`config.mk`:
```
export PLATFORM = sky130hd
export DESIGN_NAME = dpb_top
export DESIGN_NICKNAME = d
export VERILOG_FILES = /design/src/rtl/dpb_pkg.sv /design/src/rtl/dpb_decode.sv /design/src/rtl/dpb_ctl_reg.sv /design/src/rtl/dpb_ptr_slot.sv /design/src/rtl/dpb_top.sv
export SDC_FILE = /design/constraint.sdc
export NUM_CORES = 1
export LEC_CHECK = 0
export ABC_AREA = 1
export BUFFER_PORTS_ARGS = -buffer_cell sky130_fd_sc_hd__buf_2
export CORE_MARGIN = 2
export CORE_UTILIZATION = 30
export CTS_BUF_LIST = sky130_fd_sc_hd__clkbuf_8 sky130_fd_sc_hd__clkbuf_16
export DETAILED_ROUTE_END_ITERATION = 10
export PLACE_DENSITY = 0.6
export SYNTH_ARGS = -nofsm -noshare
export SYNTH_HDL_FRONTEND = slang
export SYNTH_SLANG_ARGS = --single-unit
```
`constraint.sdc`:
```
create_clock -name clk -period 1.9 [get_ports clk]
set_clock_uncertainty 0.15 [all_clocks]
set_input_delay 0.19 -clock clk [delete_from_list [all_inputs] [get_ports clk]]
set_output_delay 0.19 -clock clk [all_outputs]
set_load 0.05 [all_outputs]
```
`src/rtl/dpb_pkg.sv`:
```
package dpb_pkg;
    localparam int PTR_W    = 16;
    localparam int BYTE_W   = 8;
    localparam int NUM_PTR  = 2;
    localparam int SEL_W    = $clog2(NUM_PTR);

    typedef logic [PTR_W-1:0]  ptr_t;
    typedef logic [BYTE_W-1:0] byte_t;

    typedef enum logic [1:0] {
        TGT_NONE = 2'd0,
        TGT_HI   = 2'd1,
        TGT_LO   = 2'd2,
        TGT_CTL  = 2'd3
    } tgt_e;

    typedef struct packed {
        logic wr_hi;
        logic wr_lo;
        logic wr_ctl;
    } wr_hits_t;

    function automatic tgt_e addr_to_tgt(byte_t a, byte_t hi_a, byte_t lo_a, byte_t ctl_a);
        if (a == hi_a)       return TGT_HI;
        else if (a == lo_a)  return TGT_LO;
        else if (a == ctl_a) return TGT_CTL;
        else                 return TGT_NONE;
    endfunction
endpackage

```
`src/rtl/dpb_decode.sv`:
```
module dpb_decode
    import dpb_pkg::*;
#(
    parameter byte_t HI_ADDR  = 8'h83,
    parameter byte_t LO_ADDR  = 8'h84,
    parameter byte_t CTL_ADDR = 8'hA2
) (
    input  byte_t    addr,
    input  logic     we,
    output tgt_e     tgt,
    output wr_hits_t hits
);
    always_comb begin
        tgt        = addr_to_tgt(addr, HI_ADDR, LO_ADDR, CTL_ADDR);
        hits.wr_hi  = we && (tgt == TGT_HI);
        hits.wr_lo  = we && (tgt == TGT_LO);
        hits.wr_ctl = we && (tgt == TGT_CTL);
    end
endmodule

```
`src/rtl/dpb_ctl_reg.sv`:
```
module dpb_ctl_reg
    import dpb_pkg::*;
(
    input  logic  clk,
    input  logic  rst,
    input  logic  wr,
    input  byte_t wdata,
    input  logic  inc,
    output byte_t q
);
    always_ff @(posedge clk) begin
        if (rst)       q <= '0;
        else if (wr)   q <= wdata;
        else if (inc)  q <= {q[BYTE_W-1:1], ~q[0]};
    end
endmodule

```
`src/rtl/dpb_ptr_slot.sv`:
```
module dpb_ptr_slot
    import dpb_pkg::*;
(
    input  logic  clk,
    input  logic  rst,
    input  logic  active,
    input  logic  load,
    input  ptr_t  load_val,
    input  logic  wr_hi,
    input  logic  wr_lo,
    input  byte_t wdata,
    input  logic  inc,
    output ptr_t  q
);
    localparam int HALF = PTR_W / 2;

    always_ff @(posedge clk) begin
        if (rst) begin
            q <= '0;
        end else if (active) begin
            if (load)       q <= load_val;
            else if (wr_hi) q[PTR_W-1:HALF] <= wdata;
            else if (wr_lo) q[HALF-1:0] <= wdata;
            else if (inc)   q <= q + ptr_t'(1);
        end
    end
endmodule

```
`src/rtl/dpb_top.sv`:
```
module dpb_top
    import dpb_pkg::*;
#(
    parameter byte_t HI_ADDR  = 8'h83,
    parameter byte_t LO_ADDR  = 8'h84,
    parameter byte_t CTL_ADDR = 8'hA2
) (
    input  logic        clk,
    input  logic        rst,
    input  logic [7:0]  sfr_addr,
    input  logic [7:0]  sfr_wdata,
    input  logic        sfr_we,
    output logic [7:0]  sfr_rdata,
    input  logic        ptr_load,
    input  logic [15:0] ptr_load_val,
    input  logic        ptr_inc,
    input  logic        ctl_inc,
    output logic [15:0] xaddr
);
    localparam int HALF = PTR_W / 2;

    tgt_e                      tgt;
    wr_hits_t                  hits;
    byte_t                     aux_q;
    logic [SEL_W-1:0]          sel;
    logic [NUM_PTR-1:0][PTR_W-1:0] ptr_q;
    ptr_t                      cur;

    dpb_decode #(
        .HI_ADDR(HI_ADDR), .LO_ADDR(LO_ADDR), .CTL_ADDR(CTL_ADDR)
    ) i_decode (
        .addr(sfr_addr), .we(sfr_we), .tgt(tgt), .hits(hits)
    );

    dpb_ctl_reg i_ctl (
        .clk(clk), .rst(rst), .wr(hits.wr_ctl), .wdata(sfr_wdata),
        .inc(ctl_inc), .q(aux_q)
    );

    assign sel = aux_q[SEL_W-1:0];

    for (genvar g = 0; g < NUM_PTR; g++) begin : g_slot
        dpb_ptr_slot i_slot (
            .clk(clk), .rst(rst),
            .active(sel == SEL_W'(g)),
            .load(ptr_load), .load_val(ptr_load_val),
            .wr_hi(hits.wr_hi), .wr_lo(hits.wr_lo), .wdata(sfr_wdata),
            .inc(ptr_inc), .q(ptr_q[g])
        );
    end

    assign cur   = ptr_q[sel];
    assign xaddr = cur;

    always_comb begin
        unique case (tgt)
            TGT_HI:  sfr_rdata = cur[PTR_W-1:HALF];
            TGT_LO:  sfr_rdata = cur[HALF-1:0];
            TGT_CTL: sfr_rdata = aux_q;
            default: sfr_rdata = '0;
        endcase
    end
endmodule

```
==> impl_metrics.csv <==
group,metric,value,unit
synth,yosysMostFrequentCell,"nand2_1",
worst_setup_path,end_kind,"primary output",
routing,wire_per_inst,14.4,um
synth,syn_area_per_cell,5.79,um^2
synth,ys_ff_latch,40,
cts,clock-sinks,40,
placement,hpwl,9.44,mm
placement,port_buffers,61,
placement,numPlacedInstances,814,
floorplan,rows,39,
cts,cts-root-buf,"clkbuf_16",
synth,synth_flop_cell,"dfxtp_1",
pwr,power,2.94,mW
timing,worst_pin_slew,0.495,ns
cts,holdBufCountCts,0,
routing,drtIter0Drc,284,
cts,cts_buffers,5,
final_layout,fin_cells,830,
timing,finalMaxSlewViolations,0,
timing,timing.final.crit_period,1.87,ns
synth,synth_area,3520,um^2
pwr,power_density,648,nW/um^2
routing,num_vias,3956,
routing,via_per_inst,4.77,
floorplan,start_util,30.8,%
final_layout,fillers,1249,
global_route,grt_pass1_vias,3849,
worst_setup_path,path_max_fanout,8,
worst_setup_path,r2r_cells,11,
status,status,"complete, no violations",
pwr,p_leak,2.20,nW
floorplan,core_area,11400,um^2
final_layout,drive_above_1_share,26.5,%
run,max_cap_violations,0,
routing,remaining_drc_errors,0,
synth,netlist_top_cells_area,"nand2_1 (25%), dfxtp_1 (23%), inv_1 (7.1%)",
cts,htreeDepth,2,
hold_path,min_from,"sfr_wdata[7]",
synth,netlist_top_cells_count,"nand2_1 (238), inv_1 (67), nor2_1 (53)",
global_route,grt_pass1_wl,19.5,mm
synth,synth_fp_nets,648,
hold_path,hp-class,"input port to flop",
global_route,antenna_found_initial,0,
global_route,grt_max_degree,35,
timing,finalSetupTns,0,ns
worst_setup_path,reg2reg_slack,0.18,ns
worst_setup_path,r2r_end,"g_slot[0].i_slot.q[4]$_SDFFE_PP0P_",
placement,routabilityCongestion,0.949,
floorplan,die_w,112,um
hold_path,holdPathEnd,"i_ctl.q[7]$_SDFFE_PP0P_",
timing,timing.hold.ws,0.0579,ns
worst_setup_path,r2r-start,"g_slot[0].i_slot.q[0]$_SDFFE_PP0P_",
hold_path,whs_path_depth,3,
cts,clockBufferDepth,2,
synth,synthArstFlopShare,0,%
synth,synth_warnings,0,
synth,synth_edf_count,0,
routing,ant_nets,0,
synth,synth_top_area_share,25.4,%
pwr,peakVddDrop,0.000334,V
floorplan,io-pin-count,62,
synth,synth_seq_area_share,22.8,%
worst_setup_path,critical_path_class,"flop to primary output",
timing,setup_viol,0,
floorplan,die_area,12600,um^2
cts,cts.clk_slew.worst_paths,0.06,ns
worst_setup_path,startpoint_type,"flop",
final_layout,nNetsFinal,726,
timing,fin_ws,0.0303,ns
timing,slew_headroom,67.0,%
routing,first_pass_iters,6,
timing,rsz0062_at_grt,"true",
global_route,grt_usage,19.4,%
cts,insertion_delay,0.29,ns
final_layout,area_growth,29.0,%
synth,synth_cell_types,37,
cts,cts_tree,"built",
final_layout,num_antenna_cells,0,
worst_setup_path,cp.arrival,1.53,ns
timing,final-hold-violation-count,0,
timing,period_share,98.4,%
synth,synth_largest_area_cell,"nand2_1",
floorplan,dieHeight,112,um
placement,post-place-ws,0.0775,ns
timing,timing.fmax,0.535,GHz
routing,wl,12.0,mm
worst_setup_path,cp.required,1.56,ns
global_route,grt-ovfl-total,0,
synth,syn_inst,608,
[through the flow]
| stage | utilization, % | area [um^2] |
|---|---|---|
| after floorplan | - | 3750 |
| after global placement | 37.3 | 4260 |
| after detailed placement | 37.3 | 4260 |
| after CTS | 39.4 | 4500 |
| after global routing | 39.8 | 4540 |
| final | 39.8 | 4540 |
[routing by layer]
metal | track usage (%) | up-vias | wire length (um)
met1 | 26.5 | 1750 | 5590
li1 | - | 2057 | -
met5 | 0 | - | 0
met2 | 31.4 | 132 | 5440
met3 | 2.32 | 17 | 656
met4 | 7.07 | 0 | 284
[area by class of cell]
cell class / instances / area, um^2 / share of cell area [%]
timing repair buffer: 90 / 582 / 12.8
sequential: 40 / 807 / 17.8
multi-input combinational: 473 / 2530 / 55.8
clock inverter: 2 / 15.0 / 0.331
tap: 143 / 179 / 3.94
inverter: 76 / 287 / 6.31
clock buffer: 6 / 139 / 3.06
[cell families after synthesis]
kind of cell               Yosys count  share of synthesized area (%)
AOI/OAI and AO/OA                   94                           15.8
xor gates and xnor gates             7                           1.74
adders and majority gates            2                          0.711
buffers and inverters               95                           11.8
DFF                                 40                           22.8
and+or+nand+nor                    370                           47.2
[critical path: stages (launching register included)]
cell and delay [ns]:
dfxtp_4 0.39, buf_4 0.16, buf_4 0.15, o21ai_4 0.14, nand2_2 0.08, o211ai_1 0.10, buf_4 0.23
[state kept, by name, summed over array words and instances (netlist names)]
signal / cells
g_slot.i_slot.q: 32
i_ctl.q: 8
[power by group]
group | switching (mW) | total (mW) | leakage [nW] | internal [mW]
registers | 0.0922 | 1.01 | 0.330 | 0.914
clock network | 0.382 | 0.905 | 0.0691 | 0.523
logic | 0.672 | 1.03 | 1.80 | 0.360
total | 1.15 | 2.94 | 2.20 | 1.80
[timing repair]
| item | 4_1_cts | 5_1_grt |
|---|---|---|
| resized for setup | 12 | 13 |
| buffers inserted | 7 | 1 |
| pin swaps | 2 | 7 |
| setup endpoints to repair | 8 | 13 |
[layout by cell type (no fill, tap or decap), drive strengths merged, types with 2 or more instances in the layout]
cell,instances
a21boi,8
a21oi,31
a31oi,2
buf,89
clkbuf,7
clkinvlp,2
dfxtp,40
ha,2
inv,75
nand2,252
nand3,39
nand4,4
nor2,69
nor3,4
o211ai,7
o21ai,43
xor2,6
[how the worst max path moves through the flow]
stage	start	endpoint	slack [ns]	cells after the start
2_1_floorplan	i_ctl.q[0]$_SDFFE_PP0P_	sfr_rdata[1]	0.001	5
3_3_place_gp	sfr_addr[6]	sfr_rdata[7]	0.12	9
3_5_place_dp	sfr_addr[6]	sfr_rdata[7]	0.08	9
4_1_cts	i_ctl.q[0]$_SDFFE_PP0P_	sfr_rdata[7]	-0.01	6
5_1_grt	i_ctl.q[0]$_SDFFE_PP0P_	sfr_rdata[1]	-0.03	6
6_report	i_ctl.q[0]$_SDFFE_PP0P_	sfr_rdata[1]	0.03	6
Power figures use the tool's default switching activity.
